## config.mk

```make
export PLATFORM = sky130hd
export DESIGN_NAME = adc_chain_reader
export DESIGN_NICKNAME = d
export VERILOG_FILES = /design/src/rtl/adc_rd_pkg.sv /design/src/rtl/adc_rd_sclk_gen.sv /design/src/rtl/adc_rd_capture.sv /design/src/rtl/adc_rd_seq.sv /design/src/rtl/adc_chain_reader.sv
export SDC_FILE = /design/constraint.sdc
export NUM_CORES = 1
export LEC_CHECK = 0
export BUFFER_PORTS_ARGS = -buffer_cell sky130_fd_sc_hd__buf_2
export CAP_MARGIN = 20
export CORE_MARGIN = 3
export CORE_UTILIZATION = 30
export CTS_BUF_LIST = sky130_fd_sc_hd__clkbuf_8 sky130_fd_sc_hd__clkbuf_16
export DETAILED_ROUTE_END_ITERATION = 7
export GPL_TIMING_DRIVEN = 0
export PLACE_DENSITY = 0.45
export SYNTH_ARGS = -nofsm -noshare
export SYNTH_HDL_FRONTEND = slang
export SYNTH_HIERARCHICAL = 1
export SYNTH_SLANG_ARGS = --single-unit
```

## constraint.sdc

```tcl
create_clock -name clk -period 3.63 [get_ports clk]
set_clock_uncertainty 0.2 [all_clocks]
set_input_delay 0.726 -clock clk [delete_from_list [all_inputs] [get_ports clk]]
set_output_delay 0.726 -clock clk [all_outputs]
set_load 0.05 [all_outputs]
```

## src/rtl/adc_rd_pkg.sv

```systemverilog
package adc_rd_pkg;

   typedef enum logic [2:0] {
      ST_IDLE  = 3'd0,
      ST_CONV  = 3'd1,
      ST_SETUP = 3'd2,
      ST_SHIFT = 3'd3,
      ST_NEXT  = 3'd4,
      ST_DONE  = 3'd5
   } rd_state_t;

   // bits needed to hold values 0..n-1, never less than one
   function automatic int unsigned width_of(input int unsigned n);
      return (n < 2) ? 1 : $clog2(n);
   endfunction

endpackage

```

## src/rtl/adc_rd_sclk_gen.sv

```systemverilog
module adc_rd_sclk_gen
   import adc_rd_pkg::*;
#(
   parameter int unsigned SCLK_DIV = 4
)(
   input  logic clk,
   input  logic rst_n,
   input  logic run_i,
   output logic sclk_o,
   output logic rise_o,
   output logic per_end_o
);

   localparam int unsigned HALF = SCLK_DIV / 2;
   localparam int unsigned PH_W = width_of(SCLK_DIV);

   generate
      if (SCLK_DIV < 2 || (SCLK_DIV % 2) != 0) begin : g_bad_div
         $error("SCLK_DIV must be even and at least 2");
      end

      if (SCLK_DIV == 2) begin : g_toggle
         logic sclk_q;

         always_ff @(posedge clk or negedge rst_n) begin
            if (!rst_n)      sclk_q <= 1'b0;
            else if (!run_i) sclk_q <= 1'b0;
            else             sclk_q <= ~sclk_q;
         end

         assign sclk_o    = sclk_q;
         assign rise_o    = run_i & ~sclk_q;
         assign per_end_o = run_i & sclk_q;


         sclk_idle_chk: assert property (@(posedge clk) disable iff (!rst_n)
            !run_i |=> !sclk_q);
      end else begin : g_count
         logic [PH_W-1:0] ph_q;
         logic            sclk_q;

         always_ff @(posedge clk or negedge rst_n) begin
            if (!rst_n) begin
               ph_q   <= '0;
               sclk_q <= 1'b0;
            end else if (!run_i) begin
               ph_q   <= '0;
               sclk_q <= 1'b0;
            end else begin
               ph_q <= (ph_q == PH_W'(SCLK_DIV - 1)) ? '0 : ph_q + PH_W'(1);
               if (ph_q == '0)                 sclk_q <= 1'b1;
               else if (ph_q == PH_W'(HALF))   sclk_q <= 1'b0;
            end
         end

         assign sclk_o    = sclk_q;
         assign rise_o    = run_i && (ph_q == '0);
         assign per_end_o = run_i && (ph_q == PH_W'(SCLK_DIV - 1));


         sclk_high_min_chk: assert property (@(posedge clk) disable iff (!rst_n)
            $rose(sclk_q) |=> sclk_q);

         sclk_idle_chk: assert property (@(posedge clk) disable iff (!rst_n)
            !run_i |=> !sclk_q);
      end
   endgenerate

endmodule

```

## src/rtl/adc_rd_capture.sv

```systemverilog
module adc_rd_capture
   import adc_rd_pkg::*;
#(
   parameter int unsigned WORD_W = 16
)(
   input  logic              clk,
   input  logic              rst_n,
   input  logic              clear_i,
   input  logic              rise_i,
   input  logic              sdo_i,
   output logic [WORD_W-1:0] word_o,
   output logic              full_o
);

   localparam int unsigned CNT_W = width_of(WORD_W + 1);

   logic [WORD_W-1:0] shreg_q;
   logic [CNT_W-1:0]  nbits_q;

   generate
      if (WORD_W < 2) begin : g_bad_w
         $error("WORD_W must be at least 2");
      end
   endgenerate

   always_ff @(posedge clk or negedge rst_n) begin
      if (!rst_n) begin
         shreg_q <= '0;
         nbits_q <= '0;
      end else if (clear_i) begin
         nbits_q <= '0;
      end else if (rise_i && nbits_q != CNT_W'(WORD_W)) begin
         shreg_q <= {shreg_q[WORD_W-2:0], sdo_i};
         nbits_q <= nbits_q + CNT_W'(1);
      end
   end

   assign word_o = shreg_q;
   assign full_o = (nbits_q == CNT_W'(WORD_W));


   no_extra_bit_chk: assert property (@(posedge clk) disable iff (!rst_n)
      rise_i |-> (nbits_q != CNT_W'(WORD_W)));

endmodule

```

## src/rtl/adc_rd_seq.sv

```systemverilog
module adc_rd_seq
   import adc_rd_pkg::*;
#(
   parameter int unsigned N_DEV    = 2,
   parameter int unsigned CONV_CYC = 100,
   localparam int unsigned IDX_W   = width_of(N_DEV)
)(
   input  logic             clk,
   input  logic             rst_n,
   input  logic             start_i,
   input  logic             per_end_i,
   input  logic             full_i,
   output logic             run_o,
   output logic             clear_o,
   output logic             cnv_o,
   output logic [N_DEV-1:0] sel_n_o,
   output logic             busy_o,
   output logic             vld_o,
   output logic             done_o,
   output logic [IDX_W-1:0] idx_o
);

   localparam int unsigned TMR_W = width_of(CONV_CYC);
   localparam logic [IDX_W-1:0] LAST_DEV = IDX_W'(N_DEV - 1);

   rd_state_t        state_q, st_nxt;
   logic [IDX_W-1:0] dev_q, dev_nxt;
   logic [TMR_W-1:0] tmr_q;
   logic             cnv_q, busy_q, vld_q, done_q;
   logic [N_DEV-1:0] sel_n_q;
   logic             sel_active_nxt;

   generate
      if (N_DEV < 1) begin : g_bad_n
         $error("N_DEV must be at least 1");
      end
      if (CONV_CYC < 1) begin : g_bad_conv
         $error("CONV_CYC must be at least 1");
      end
   endgenerate

   always_comb begin
      st_nxt  = state_q;
      dev_nxt = dev_q;
      unique case (state_q)
         ST_IDLE:  if (start_i) st_nxt = ST_CONV;
         ST_CONV:  if (tmr_q == '0) begin
                      st_nxt  = ST_SETUP;
                      dev_nxt = '0;
                   end
         ST_SETUP: st_nxt = ST_SHIFT;
         ST_SHIFT: if (per_end_i && full_i) st_nxt = ST_NEXT;
         ST_NEXT:  if (dev_q == LAST_DEV) begin
                      st_nxt = ST_DONE;
                   end else begin
                      st_nxt  = ST_SETUP;
                      dev_nxt = dev_q + IDX_W'(1);
                   end
         ST_DONE:  st_nxt = ST_IDLE;
         default:  st_nxt = ST_IDLE;
      endcase
   end

   assign sel_active_nxt = (st_nxt == ST_SETUP) || (st_nxt == ST_SHIFT);

   always_ff @(posedge clk or negedge rst_n) begin
      if (!rst_n) begin
         state_q <= ST_IDLE;
         dev_q   <= '0;
         tmr_q   <= '0;
         cnv_q   <= 1'b0;
         busy_q  <= 1'b0;
         vld_q   <= 1'b0;
         done_q  <= 1'b0;
      end else begin
         state_q <= st_nxt;
         dev_q   <= dev_nxt;
         if (state_q == ST_IDLE && start_i)      tmr_q <= TMR_W'(CONV_CYC - 1);
         else if (state_q == ST_CONV && tmr_q != '0) tmr_q <= tmr_q - TMR_W'(1);
         cnv_q  <= (st_nxt != ST_IDLE) && (st_nxt != ST_DONE);
         busy_q <= (st_nxt != ST_IDLE) && (st_nxt != ST_DONE);
         vld_q  <= (st_nxt == ST_NEXT);
         done_q <= (st_nxt == ST_DONE);
      end
   end

   generate
      for (genvar d = 0; d < N_DEV; d++) begin : g_sel
         always_ff @(posedge clk or negedge rst_n) begin
            if (!rst_n) sel_n_q[d] <= 1'b1;
            else        sel_n_q[d] <= !(sel_active_nxt && dev_nxt == IDX_W'(d));
         end
      end
   endgenerate

   assign run_o   = (state_q == ST_SHIFT);
   assign clear_o = (state_q == ST_SETUP);
   assign cnv_o   = cnv_q;
   assign sel_n_o = sel_n_q;
   assign busy_o  = busy_q;
   assign vld_o   = vld_q;
   assign done_o  = done_q;
   assign idx_o   = dev_q;


   cnv_rise_sel_chk: assert property (@(posedge clk) disable iff (!rst_n)
      $rose(cnv_q) |-> (&sel_n_q));

   conv_sel_high_chk: assert property (@(posedge clk) disable iff (!rst_n)
      (state_q == ST_CONV) |-> (&sel_n_q));

   one_select_chk: assert property (@(posedge clk) disable iff (!rst_n)
      $onehot0(~sel_n_q));

   cnv_cover_read_chk: assert property (@(posedge clk) disable iff (!rst_n)
      !(&sel_n_q) |-> cnv_q);

   vld_sel_high_chk: assert property (@(posedge clk) disable iff (!rst_n)
      vld_q |-> ((&sel_n_q) && cnv_q));

   done_release_chk: assert property (@(posedge clk) disable iff (!rst_n)
      done_q |-> (!cnv_q && !busy_q));

   start_ignored_chk: assert property (@(posedge clk) disable iff (!rst_n)
      (busy_q || done_q) |=> !$rose(cnv_q));

endmodule

```

## src/rtl/adc_chain_reader.sv

```systemverilog
module adc_chain_reader
   import adc_rd_pkg::*;
#(
   parameter int unsigned N_DEV    = 2,
   parameter int unsigned WORD_W   = 16,
   parameter int unsigned CONV_CYC = 100,
   parameter int unsigned SCLK_DIV = 4
)(
   input  logic                       clk,
   input  logic                       rst_n,
   input  logic                       start_i,
   input  logic                       sdo_i,
   output logic                       cnv_o,
   output logic [N_DEV-1:0]           sel_n_o,
   output logic                       sclk_o,
   output logic                       busy_o,
   output logic [WORD_W-1:0]          word_o,
   output logic [width_of(N_DEV)-1:0] word_idx_o,
   output logic                       word_vld_o,
   output logic                       done_o
);

   logic run_w, clear_w, rise_w, per_end_w, full_w;

   adc_rd_seq #(
      .N_DEV    (N_DEV),
      .CONV_CYC (CONV_CYC)
   ) i_seq (
      .clk       (clk),
      .rst_n     (rst_n),
      .start_i   (start_i),
      .per_end_i (per_end_w),
      .full_i    (full_w),
      .run_o     (run_w),
      .clear_o   (clear_w),
      .cnv_o     (cnv_o),
      .sel_n_o   (sel_n_o),
      .busy_o    (busy_o),
      .vld_o     (word_vld_o),
      .done_o    (done_o),
      .idx_o     (word_idx_o)
   );

   adc_rd_sclk_gen #(
      .SCLK_DIV (SCLK_DIV)
   ) i_sclk (
      .clk       (clk),
      .rst_n     (rst_n),
      .run_i     (run_w),
      .sclk_o    (sclk_o),
      .rise_o    (rise_w),
      .per_end_o (per_end_w)
   );

   adc_rd_capture #(
      .WORD_W (WORD_W)
   ) i_cap (
      .clk     (clk),
      .rst_n   (rst_n),
      .clear_i (clear_w),
      .rise_i  (rise_w),
      .sdo_i   (sdo_i),
      .word_o  (word_o),
      .full_o  (full_w)
   );


   sclk_needs_select_chk: assert property (@(posedge clk) disable iff (!rst_n)
      sclk_o |-> !(&sel_n_o));

   word_full_at_vld_chk: assert property (@(posedge clk) disable iff (!rst_n)
      word_vld_o |-> full_w);

endmodule

```

-- Word-level counts from Yosys, hierarchy flattened
Cells that the tools add are included.
- bits in registers: 40
- add/sub/neg operators: 4
- equal/unequal tests: 14
- mux-type cells: 17
- bitwise operators: 2
- reduce and logical (&&, ||, !) cells: 20
- operators with widths (cell ; number):
    3-bit one-hot mux with 5 select lines ; 1
    7-bit two-way mux ; 2
    3-bit by 2-bit equality test with 1-bit output (second input constant) ; 4
    3-bit two-way mux ; 4
    5-bit two-way mux ; 2
    3-bit equality test (second input constant) ; 3
    1-bit logical AND ; 9
    7-bit zero test ; 1
    7-bit nonzero test ; 1
    7-bit by 1-bit subtractor with 7-bit output (second input constant) ; 1
    3-bit inequality test (second input constant) ; 2
    5-bit by 1-bit adder with 5-bit output (second input constant) ; 1
    5-bit equality test (second input constant) ; 1
    1-bit two-way mux ; 5
    5-bit inequality test (second input constant) ; 1
    2-bit equality test (second input constant) ; 2
    2-bit two-way mux ; 2
    2-bit nonzero test ; 2
    3-bit by 1-bit equality test with 1-bit output (second input constant) ; 1
    3-bit zero test ; 1
    3-bit nonzero test ; 1
    2-bit by 1-bit adder with 2-bit output (second input constant) ; 1
    1-bit zero test ; 2
    2-bit zero test ; 1
    5 further kinds ; 6

-- Longest topological paths before layout
Gate-level depths: netlist of the first run.
- word-level depth: 9
- mapped depth: 7
- mapped depth without buffers: 6

-- By module
The synthesis of the first run kept the hierarchy.
- modules (own cells, without submodules) (module ; instances ; cells an instance ; area an instance (µm²)):
    adc_rd_capture ; 1 ; 62 ; 899.6
    adc_rd_seq ; 1 ; 79 ; 828.3
    adc_rd_sclk_gen ; 1 ; 13 ; 151.4

-- Worst setup path before layout of the first run
No wires, ideal clock.
- kind: flip-flop to flip-flop
- start: register i_seq.state_q[2]
- end: register i_cap.shreg_q[0], in the netlist i_cap/word_o[0]
- library setup time: 0.125 ns
- arrival: 1.903 ns
- data required time: 3.305 ns
- slack: 1.403 ns
- stages on the path, launching flop included: 7
- path buffers: 2
- period minus slack after synthesis: 2.227 ns
- cell sequence: dfrtp_1 > clkbuf_1 > nor3_1 > and2_1 > nor3b_4 > buf_8 > mux2_2
- longest elaborated chain between the ends: 4
- elaborated cells on any way between the ends: 6
- ends and longest elaborated chain (element ; line ; source):
    start: declaration ; adc_rd_seq.sv:26 ; rd_state_t state_q, st_nxt;
    start signal: assignment ; adc_rd_seq.sv:76 ; state_q <= st_nxt;
    3-bit by 2-bit equality test with 1-bit output ; adc_rd_seq.sv:96 ; assign run_o = (state_q == ST_SHIFT);
    via run_w ; adc_chain_reader.sv:23 ; logic run_w, clear_w, rise_w, per_end_w, full_w;
    1-bit logical AND ; adc_rd_sclk_gen.sv:57 ; assign rise_o = run_i && (ph_q == '0);
    via rise_w ; adc_chain_reader.sv:23 ;
    1-bit logical AND ; adc_rd_capture.sv:32 ; end else if (rise_i && nbits_q != CNT_W'(WORD_W)) begin
    2-bit AND reduction (no line) ; -- ;
    end signal: assignment ; adc_rd_capture.sv:33 ; shreg_q <= {shreg_q[WORD_W-2:0], sdo_i};
    end: declaration ; adc_rd_capture.sv:17 ; logic [WORD_W-1:0] shreg_q;
The timed path passes the listed nets, and every way through them passes these cells.
A chain may end at the register's enable or synchronous reset.

-- Final worst setup path of the first run
- start: register i_seq.state_q[2]
- end: register i_cap.shreg_q[13], in the netlist i_cap/word_o[13]
The elaborated chain is that of the path after synthesis.

==> metrics.txt, run 1 <==
HP Class=register to register; fraction of layout cells with a size suffix above 1=38.1%; Ys Warns=6; Skew-Pair Late Insertion Delay=0.29 ns; CTS Hold Bufs=0; Placeable Area=5990 um^2; commonest non-fill, non-tap cell in the layout=dfrtp_1; Hold Path Origin=i_seq/tmr_q[4]; Worst Path Arrival=2.61 ns; TritonCTS clock tree=built; worst reg2reg path endpoint=i_cap/word_o[13]; RSZ-0062 raised after global routing=false; critical path type=register to register; ys flop type=dfrtp_1; Util after Layout=37.1%; DR iter-0 viols=11; register-to-register path setup slack=0.99 ns; Antenna Nets Post-Route=0; outcome=finished clean; Placed Instances=256; area of the multi-input gates=774 um^2; largest area contributor in the netlist=dfrtp_1; Num Clock Sinks=40; Root Driver=clkbuf_8; Area Overhead vs Synth=18.1%; layout net count=197; largest net degree at the start of global routing=41; Synth top area share=50.6%; Hold Fails Final Rpt=0; cts repair resizes=0; syn nets=163; library cells used by synthesis=44; Cell Area, Placed=2110 um^2; io pins=28; drt drc=0; Cells after Synth=154; Hold Path Stages=1; Final period util=72.6%; Starting Density=31.4%; Die ar.=7250 um^2; routability congestion estimate=0.802; Post-synth EDFFs=0; CP Data Required Time=3.60 ns; asr flop ratio synth=100%; critical path fanouts, max=10; Setup crit end kind=register; Setup Buffers After CTS=0; largest cells by area after synthesis=dfrtp_1, mux2_2, ha_1; number of global-route vias before repair=1262; Total GRT Usage=10.1%; Least-Margin Pin Slew=0.891 ns; fmax=379 MHz; I/O Buffers=27; commonest cells after routing, fill and taps aside=dfrtp_1, buf_2, mux2_2; Vias=1255; register bit total from synthesis=40; r2r startpoint=i_seq/state_q[2]; Reg area=1000 um^2; DR vias/cell=4.75; delay-heaviest family, CP=simple AND/OR/NAND/NOR gates; H-Tree Depth=2; Max Cap Viol=0; WL/cell=13.3 um; chip height=85.1 um; Hold WS=0.288 ns; Overflow after GRT=0; WP buf/inv=2; hold endpoint=i_seq/tmr_q[4]; antenna violations before repair=0; CP max-delay cell=nor3b_4; Final Instance Count excl. Fillers=264; dpl hpwl=2.52 mm; die width=85.1 um; fin crit period=2.64 ns; Seq/Total Area, Yosys=53.4%; clk slew on worst S/H paths=0.08 ns; fin. max-slew vios=0; diode count=0; total wire length=3.52 mm; slowest stage delay, CP=0.44 ns; maximum vdd ir drop=0.161 mV; DR pass1 iterations=4; Sum Neg Setup Slack=0 ns; clock buffer depth=2; Layout Cell Area excl Fill=2220 um^2; Avg Synthesized Cell Area=12.2 um^2; leakage power=1.08 nW; # rows=28; count of final setup violators=0; Pwr per Cell Area=367 nW/um^2; first-pass GRT wire length=5.82 mm; Slew Limit Headroom=40.6%; depth of the worst register-to-register path=6; FILL cells=585; CTS Buf Count=5; crit path cell chain=clkbuf_1, nor3_1, and2_1, nor3b_4, buf_8, mux2_2; Synth Cell Area=1880 um^2; Startpoint Class=register
==> layer usage <==
layer | up-vias | global-route usage [%] | wire length [um]
met4 | 0 | 4.32 | 60
met1 | 604 | 12.4 | 1630
met3 | 6 | 3.88 | 236
met5 | - | 0 | 0
met2 | 36 | 15.7 | 1590
li1 | 609 | - | -
==> synthesized netlist by cell type (all sizes together) (2+ instances only) <==
cell and count:
and2 4, nor2 5, o211ai 5, buf 5
mux2i 5, xor2 2, nor3 5, dfstp 2
nor2b 3, nand4 2, inv 10, nand3 3
nand2b 2, ha 5, nor3b 3, o21ai 2
dfrtp 38, o41ai 2, and2b 2, or3 4
nand2 9, or3b 2, mux2 18, clkbuf 3
==> how the worst max path moves through the flow <==
| stage | from | end | slack [ns] | cells after the start |
|---|---|---|---|---|
| 4_1_cts | i_seq/state_q[2] | i_cap/word_o[13] | 0.93 | 6 |
| 5_1_grt | i_seq/state_q[2] | i_cap/word_o[13] | 0.82 | 6 |
| 2_1_floorplan | i_seq/state_q[2] | i_cap/word_o[0] | 1.40 | 6 |
| 3_5_place_dp | i_seq/state_q[2] | i_cap/word_o[13] | 0.94 | 6 |
| 3_3_place_gp | i_seq/state_q[2] | i_cap/word_o[8] | 1.04 | 6 |
| 6_report | i_seq/state_q[2] | i_cap/word_o[13] | 0.99 | 6 |
==> registers in the layout (all words and copies together) (netlist names) <==
name,cells
i_seq/done_o,1
i_seq/busy_o,1
i_seq/vld_o,1
i_seq/state_q,3
i_sclk/g_count.ph_q,2
i_cap/nbits_q,5
i_sclk/sclk_o,1
i_cap/word_o,16
i_seq/idx_o,1
i_seq/tmr_q,7
i_seq/sel_n_o,2
==> layout make-up <==
cell class	count	share of cell area [%]
tap	75	4.23
sequential	40	45.2
timing repair buffer	27	6.09
clock buffer	5	3.10
multi-input combinational	96	34.9
buffer	8	2.87
clock inverter	3	1.92
inverter	10	1.69
==> power by group <==
| part | internal, mW | switching (mW) |
|---|---|---|
| logic | 0.00131 | 0.00900 |
| registers | 0.445 | 0 |
| clock network | 0.203 | 0.155 |
| total | 0.650 | 0.164 |
==> logic make-up (layout without fill, tap and decap cells) <==
logic type,Yosys count,after routing,share of synthesized area [%]
AO/OA/AOI/OAI,17,17,6.86
XOR/XNOR,2,2,0.932
adder cells (fa/ha/maj),5,5,3.33
buffers and inverters,18,53,5.39
flip-flops,40,40,53.4
multiplexers,23,23,13.4
AND/OR/NAND/NOR,49,49,16.6
==> through the flow <==
| step | setup slack, ns | power [mW] |
|---|---|---|
| final | 0.994 | 0.814 |
| after global routing | 0.818 | 0.847 |
| after CTS | 0.926 | 0.829 |
| after detailed placement | 0.943 | 0.465 |
| after global placement | 1.04 | 0.465 |
| after floorplan | 1.40 | 0.454 |
(Power assumes the default switching activity.)
==> inputs of run 2 (changes only) <==
Clock period 3.63 ns to 2.5 ns, I/O delays scaled along.
==> metrics.txt, run 2 (synthesis results as in run 1) <==
total wire length=3.53 mm (was 3.52 mm); chip height=85.1 um (unchanged); DR pass1 iterations=4 (unchanged); clk slew on worst S/H paths=0.07 ns (was 0.08 ns); commonest cells after routing, fill and taps aside=dfrtp_1, buf_2, mux2_2 (unchanged); H-Tree Depth=2 (unchanged); worst setup path end=i_cap/word_o[5] (was i_cap/word_o[13]); Final period util=93.4% (was 72.6%); worst reg2reg path endpoint=i_cap/word_o[5] (was i_cap/word_o[13]); Num Clock Sinks=40 (unchanged); CP Data Required Time=2.48 ns (was 3.60 ns); fmax=428 MHz (was 379 MHz); Largest register FFs=16 (unchanged); FILL cells=582 (was 585); drt drc=0 (unchanged); outcome=finished clean (unchanged); HP Class=input pin to async pin (was register to register); WL/cell=13.3 um (about the same); number of global-route vias before repair=1275 (was 1262); layout net count=199 (was 197); die width=85.1 um (unchanged); Hold Fails Final Rpt=0 (unchanged); fin. max-slew vios=0 (unchanged); Cell Area, Placed=2110 um^2 (unchanged); fraction of layout cells with a size suffix above 1=39.3% (was 38.1%); critical path fanouts, max=10 (unchanged); r2r startpoint=i_seq/state_q[2] (unchanged); Max Cap Viol=0 (unchanged); Critical Path Start=i_seq/state_q[2] (unchanged); TritonCTS clock tree=built (unchanged); Placeable Area=5990 um^2 (unchanged); clock buffer depth=2 (unchanged); diode count=0 (unchanged); Setup crit end kind=register (unchanged); Antenna Nets Post-Route=0 (unchanged); RSZ-0062 raised after global routing=false (unchanged); Skew-Pair Late Insertion Delay=0.29 ns (about the same); CTS Hold Bufs=0 (unchanged); leakage power=1.09 nW (was 1.08 nW); Startpoint Class=register (unchanged); Pwr per Cell Area=528 nW/um^2 (was 367 nW/um^2); commonest non-fill, non-tap cell in the layout=dfrtp_1 (unchanged); Vias=1258 (was 1255); Root Driver=clkbuf_8 (unchanged); first-pass GRT wire length=5.86 mm (was 5.82 mm); depth of the worst register-to-register path=6 (unchanged); Hold WS=0.134 ns (was 0.288 ns); largest net degree at the start of global routing=41 (unchanged); I/O Buffers=27 (unchanged); Overflow after GRT=0 (unchanged); Least-Margin Pin Slew=0.895 ns (was 0.891 ns); antenna violations before repair=0 (unchanged); routability congestion estimate=0.802 (unchanged); Worst Path Arrival=2.31 ns (was 2.61 ns); Slew Limit Headroom=40.3% (was 40.6%); dpl hpwl=2.52 mm (unchanged); Total GRT Usage=10.1% (about the same); critical path type=register to register (unchanged); Die ar.=7250 um^2 (unchanged); Area Overhead vs Synth=19.2% (was 18.1%); register-to-register path setup slack=0.16 ns (was 0.99 ns); CTS Buf Count=5 (unchanged); io pins=28 (unchanged); DR vias/cell=4.73 (was 4.75); count of final setup violators=0 (unchanged); Layout Cell Area excl Fill=2240 um^2 (was 2220 um^2); fin crit period=2.34 ns (was 2.64 ns); maximum vdd ir drop=0.244 mV (was 0.161 mV); DR iter-0 viols=26 (was 11); # rows=28 (unchanged); Starting Density=31.4% (unchanged)
==> run 2: changes by cell type in the layout (fill, tap and decap cells not counted) <==
cell,delta
nor3_2,+1
nor3_1,-1
buf_4,+2
==> run 2: layout make-up <==
class | instances | area, um^2 | share of cell area (%)
Multi-Input combinational cell | 96 | 779 | 34.8
Clock buffer | 5 | 68.8 | 3.07
Sequential cell | 40 | 1000 | 44.8
Clock inverter | 3 | 42.5 | 1.90
Inverter | 10 | 37.5 | 1.68
Timing Repair Buffer | 29 | 150 | 6.70
Buffer | 8 | 63.8 | 2.85
Tap cell | 75 | 93.8 | 4.19
==> run 2: critical path, stage by stage, from the launching register on <==
cell and delay, ns:
dfrtp_1 0.43, clkbuf_1 0.24, nor3_2 0.27, and2_1 0.28, nor3b_4 0.29, buf_4 0.19, mux2_2 0.33
==> run 2: power breakdown <==
group	internal, mW	switching, mW
sequential	0.647	0
clock	0.295	0.225
combinational	0.00190	0.0131
total	0.944	0.238
==> run 2: per-stage QoR <==
step | worst slack (ns) | power, mW | util, % | TNS (ns) | std cells
floorplan | 0.273 | 0.660 | - | 0 | 154
global placement | -0.0854 | 0.675 | 35.2 | -0.820 | 256
detailed placement | -0.187 | 0.675 | 35.2 | -1.95 | 256
CTS | 0.130 | 1.20 | 37.4 | 0 | 266
global route | 0.0376 | 1.23 | 37.4 | 0 | 266
finish | 0.165 | 1.18 | 37.4 | 0 | 266
==> run 2: routing by layer <==
metal  vias to the layer above  wire length, um  GRT usage (%)
li1                        611                -              -
met1                       614             1620           12.4
met2                        27             1630           16.0
met3                         6              220           3.88
met4                         0               60           4.32
met5                         -                0              0
==> run 2: worst min-delay path by stage <==
stage	start	end	slack [ns]	depth (start not counted)
after CTS	rst_n	i_seq/tmr_q[0]	0.15	1
after global placement	i_seq/tmr_q[4]	i_seq/tmr_q[4]	0.27	1
after global routing	rst_n	i_cap/word_o[7]	0.21	1
after detailed placement	i_seq/tmr_q[4]	i_seq/tmr_q[4]	0.28	1
final	rst_n	i_cap/nbits_q[3]	0.13	1
after floorplan	rst_n	i_cap/nbits_q[0]	0.004	0
==> run 2: timing repair <==
| action | CTS | global route |
|---|---|---|
| buffers inserted | 2 | 0 |
| resized for setup | 1 | 0 |
| setup endpoints to repair | 16 | 0 |
==> inputs of run 3 (changes only) <==
Settings changed: CORE_MARGIN 3 to default.
==> metrics.txt, run 3 (synthesis results as in run 1) <==
sw frac=20.2% (was 20.1%); Vias=1282 (was 1258); Antenna Nets Post-Route=0 (unchanged); total wire length=3.45 mm (was 3.53 mm); critical path type=register to register (unchanged); HP Class=input pin to async pin (unchanged); Skew-Pair Late Insertion Delay=0.29 ns (about the same); Seq pwr share=54.7% (about the same); register-to-register path setup slack=0.12 ns (was 0.16 ns); Startpoint Class=register (unchanged); Slew Limit Headroom=41.5% (was 40.3%); DR iter-0 viols=31 (was 26); antenna violations before repair=0 (unchanged); layout net count=199 (unchanged); depth of the worst register-to-register path=6 (unchanged); commonest non-fill, non-tap cell in the layout=dfrtp_1 (unchanged); Final Instance Count excl. Fillers=266 (unchanged); Root Driver=clkbuf_8 (unchanged); slowest stage delay, CP=0.43 ns (about the same); Die ar.=6580 um^2 (was 7250 um^2); WL/cell=13.0 um (was 13.3 um); Largest register FFs=16 (unchanged); CTS Buf Count=5 (unchanged); commonest cells after routing, fill and taps aside=dfrtp_1, buf_2, mux2_2 (unchanged); Area Overhead vs Synth=19.5% (was 19.2%); Total GRT Usage=11.9% (was 10.1%); chip height=81.1 um (was 85.1 um); fin crit period=2.38 ns (was 2.34 ns); fmax=421 MHz (was 428 MHz); Worst Path Arrival=2.35 ns (was 2.31 ns); number of global-route vias before repair=1282 (was 1275); Max Cap Viol=0 (unchanged); dpl hpwl=2.43 mm (was 2.52 mm); Placeable Area=5990 um^2 (unchanged); first-pass GRT wire length=5.81 mm (was 5.86 mm); critical path fanouts, max=10 (unchanged); clock share of power=44.1% (was 44.0%); crit path cell chain=clkbuf_1, nor3_4, and2_1, nor3b_4, buf_8, mux2_2 (was clkbuf_1, nor3_2, and2_1, nor3b_4, buf_4, mux2_2); largest net degree at the start of global routing=41 (unchanged); Num Clock Sinks=40 (unchanged); Final period util=95.1% (was 93.4%); Logic pwr share=1.2% (was 1.3%); fin. max-slew vios=0 (unchanged); DR pass1 iterations=4 (unchanged); CP max-delay cell=dfrtp_1 (unchanged); Least-Margin Pin Slew=0.877 ns (was 0.895 ns); drt drc=0 (unchanged); Setup crit end kind=register (unchanged); leakage power=1.09 nW (about the same); io pins=28 (unchanged); Placed Instances=256 (unchanged); Cell Int Power=944 uW (about the same); die width=81.1 um (was 85.1 um); routability congestion estimate=0.717 (was 0.802); count of final setup violators=0 (unchanged); FILL cells=578 (was 582); H-Tree Depth=2 (unchanged); DR vias/cell=4.82 (was 4.73); clk slew on worst S/H paths=0.08 ns (was 0.07 ns); outcome=finished clean (unchanged); Hold Fails Final Rpt=0 (unchanged); I/O Buffers=27 (unchanged); maximum vdd ir drop=0.240 mV (was 0.244 mV); Util after Layout=37.5% (was 37.4%); CTS Hold Bufs=0 (unchanged); sw power=239 uW (was 238 uW); Starting Density=31.4% (unchanged); # rows=28 (unchanged); RSZ-0062 raised after global routing=false (unchanged); fraction of layout cells with a size suffix above 1=39.3% (unchanged); Overflow after GRT=0 (unchanged); Pwr per Cell Area=526 nW/um^2 (was 528 nW/um^2); clock buffer depth=2 (unchanged); CP Data Required Time=2.48 ns (about the same); TritonCTS clock tree=built (unchanged); diode count=0 (unchanged)
## run 3: cell counts in the layout (fill, tap and decap cells not counted)
Identical to the previous run, type by type.
## run 3: through the flow
stage	setup slack [ns]	hold WS, ns	cell area [um^2]	power (mW)	setup TNS [ns]
after floorplan	0.273	0.00441	1880	0.660	0
after global placement	-0.0829	0.268	2110	0.675	-0.797
after detailed placement	-0.148	0.271	2110	0.676	-1.38
after CTS	0.131	0.161	2240	1.21	0
after global routing	0.0456	0.195	2250	1.24	0
final	0.123	0.128	2250	1.18	0
## run 3: power by group through the flow
| stage | clock network, mW | logic, mW | registers [mW] |
|---|---|---|---|
| final | 0.521 | 0.0147 | 0.647 |
| after global routing | 0.577 | 0.0179 | 0.647 |
| after CTS | 0.543 | 0.0161 | 0.646 |
| after detailed placement | 0 | 0.0163 | 0.659 |
| after global placement | 0 | 0.0159 | 0.659 |
| after floorplan | 0 | 0.000244 | 0.659 |
## run 3: worst max-delay path, delay by kind of cell, from the launching register on
family | cells | cell delay, ns
simple gates | 3 | 0.85
flops | 1 | 0.43
mux | 1 | 0.34
buf+inv | 2 | 0.43
## run 3: per-layer routing
metal | part of all wire, % | vias up | global-route usage, %
met2 | 45 | 37 | 18.9
met1 | 48 | 618 | 14.1
met4 | 2.9 | 0 | 6.79
met5 | 0 | - | 0
li1 | - | 616 | -
met3 | 4.6 | 11 | 4.04
## run 3: final cells by class
class	count	area, um^2	share of cell area, %
Buffer	8	63.8	2.84
Clock buffer	5	68.8	3.06
Clock inverter	3	42.5	1.89
Inverter	10	37.5	1.67
Multi-Input combinational cell	96	786	35.0
Sequential cell	40	1000	44.7
Tap cell	75	93.8	4.18
Timing Repair Buffer	29	150	6.69
## run 3: worst paths after layout
| kind | to | startpoint |
|---|---|---|
| setup / recovery | i_cap/word_o[6] | i_seq/state_q[2] |
| max in group asynchronous | i_cap/nbits_q[4] | rst_n |
| min in group clk | i_cap/word_o[0] | sdo_i |
| setup reg to reg | i_cap/word_o[6] | i_seq/state_q[2] |
| hold / removal | i_seq/vld_o | rst_n |
| hold reg to reg | i_seq/tmr_q[4] | i_seq/tmr_q[4] |
## run 3: repair_timing
| item | 4_1_cts | 5_1_grt |
|---|---|---|
| hold endpoints to repair | 0 | 0 |
| resized for setup | 1 | 1 |
| buffers inserted | 2 | 0 |
| endpoints found under the setup margin | 13 | 1 |
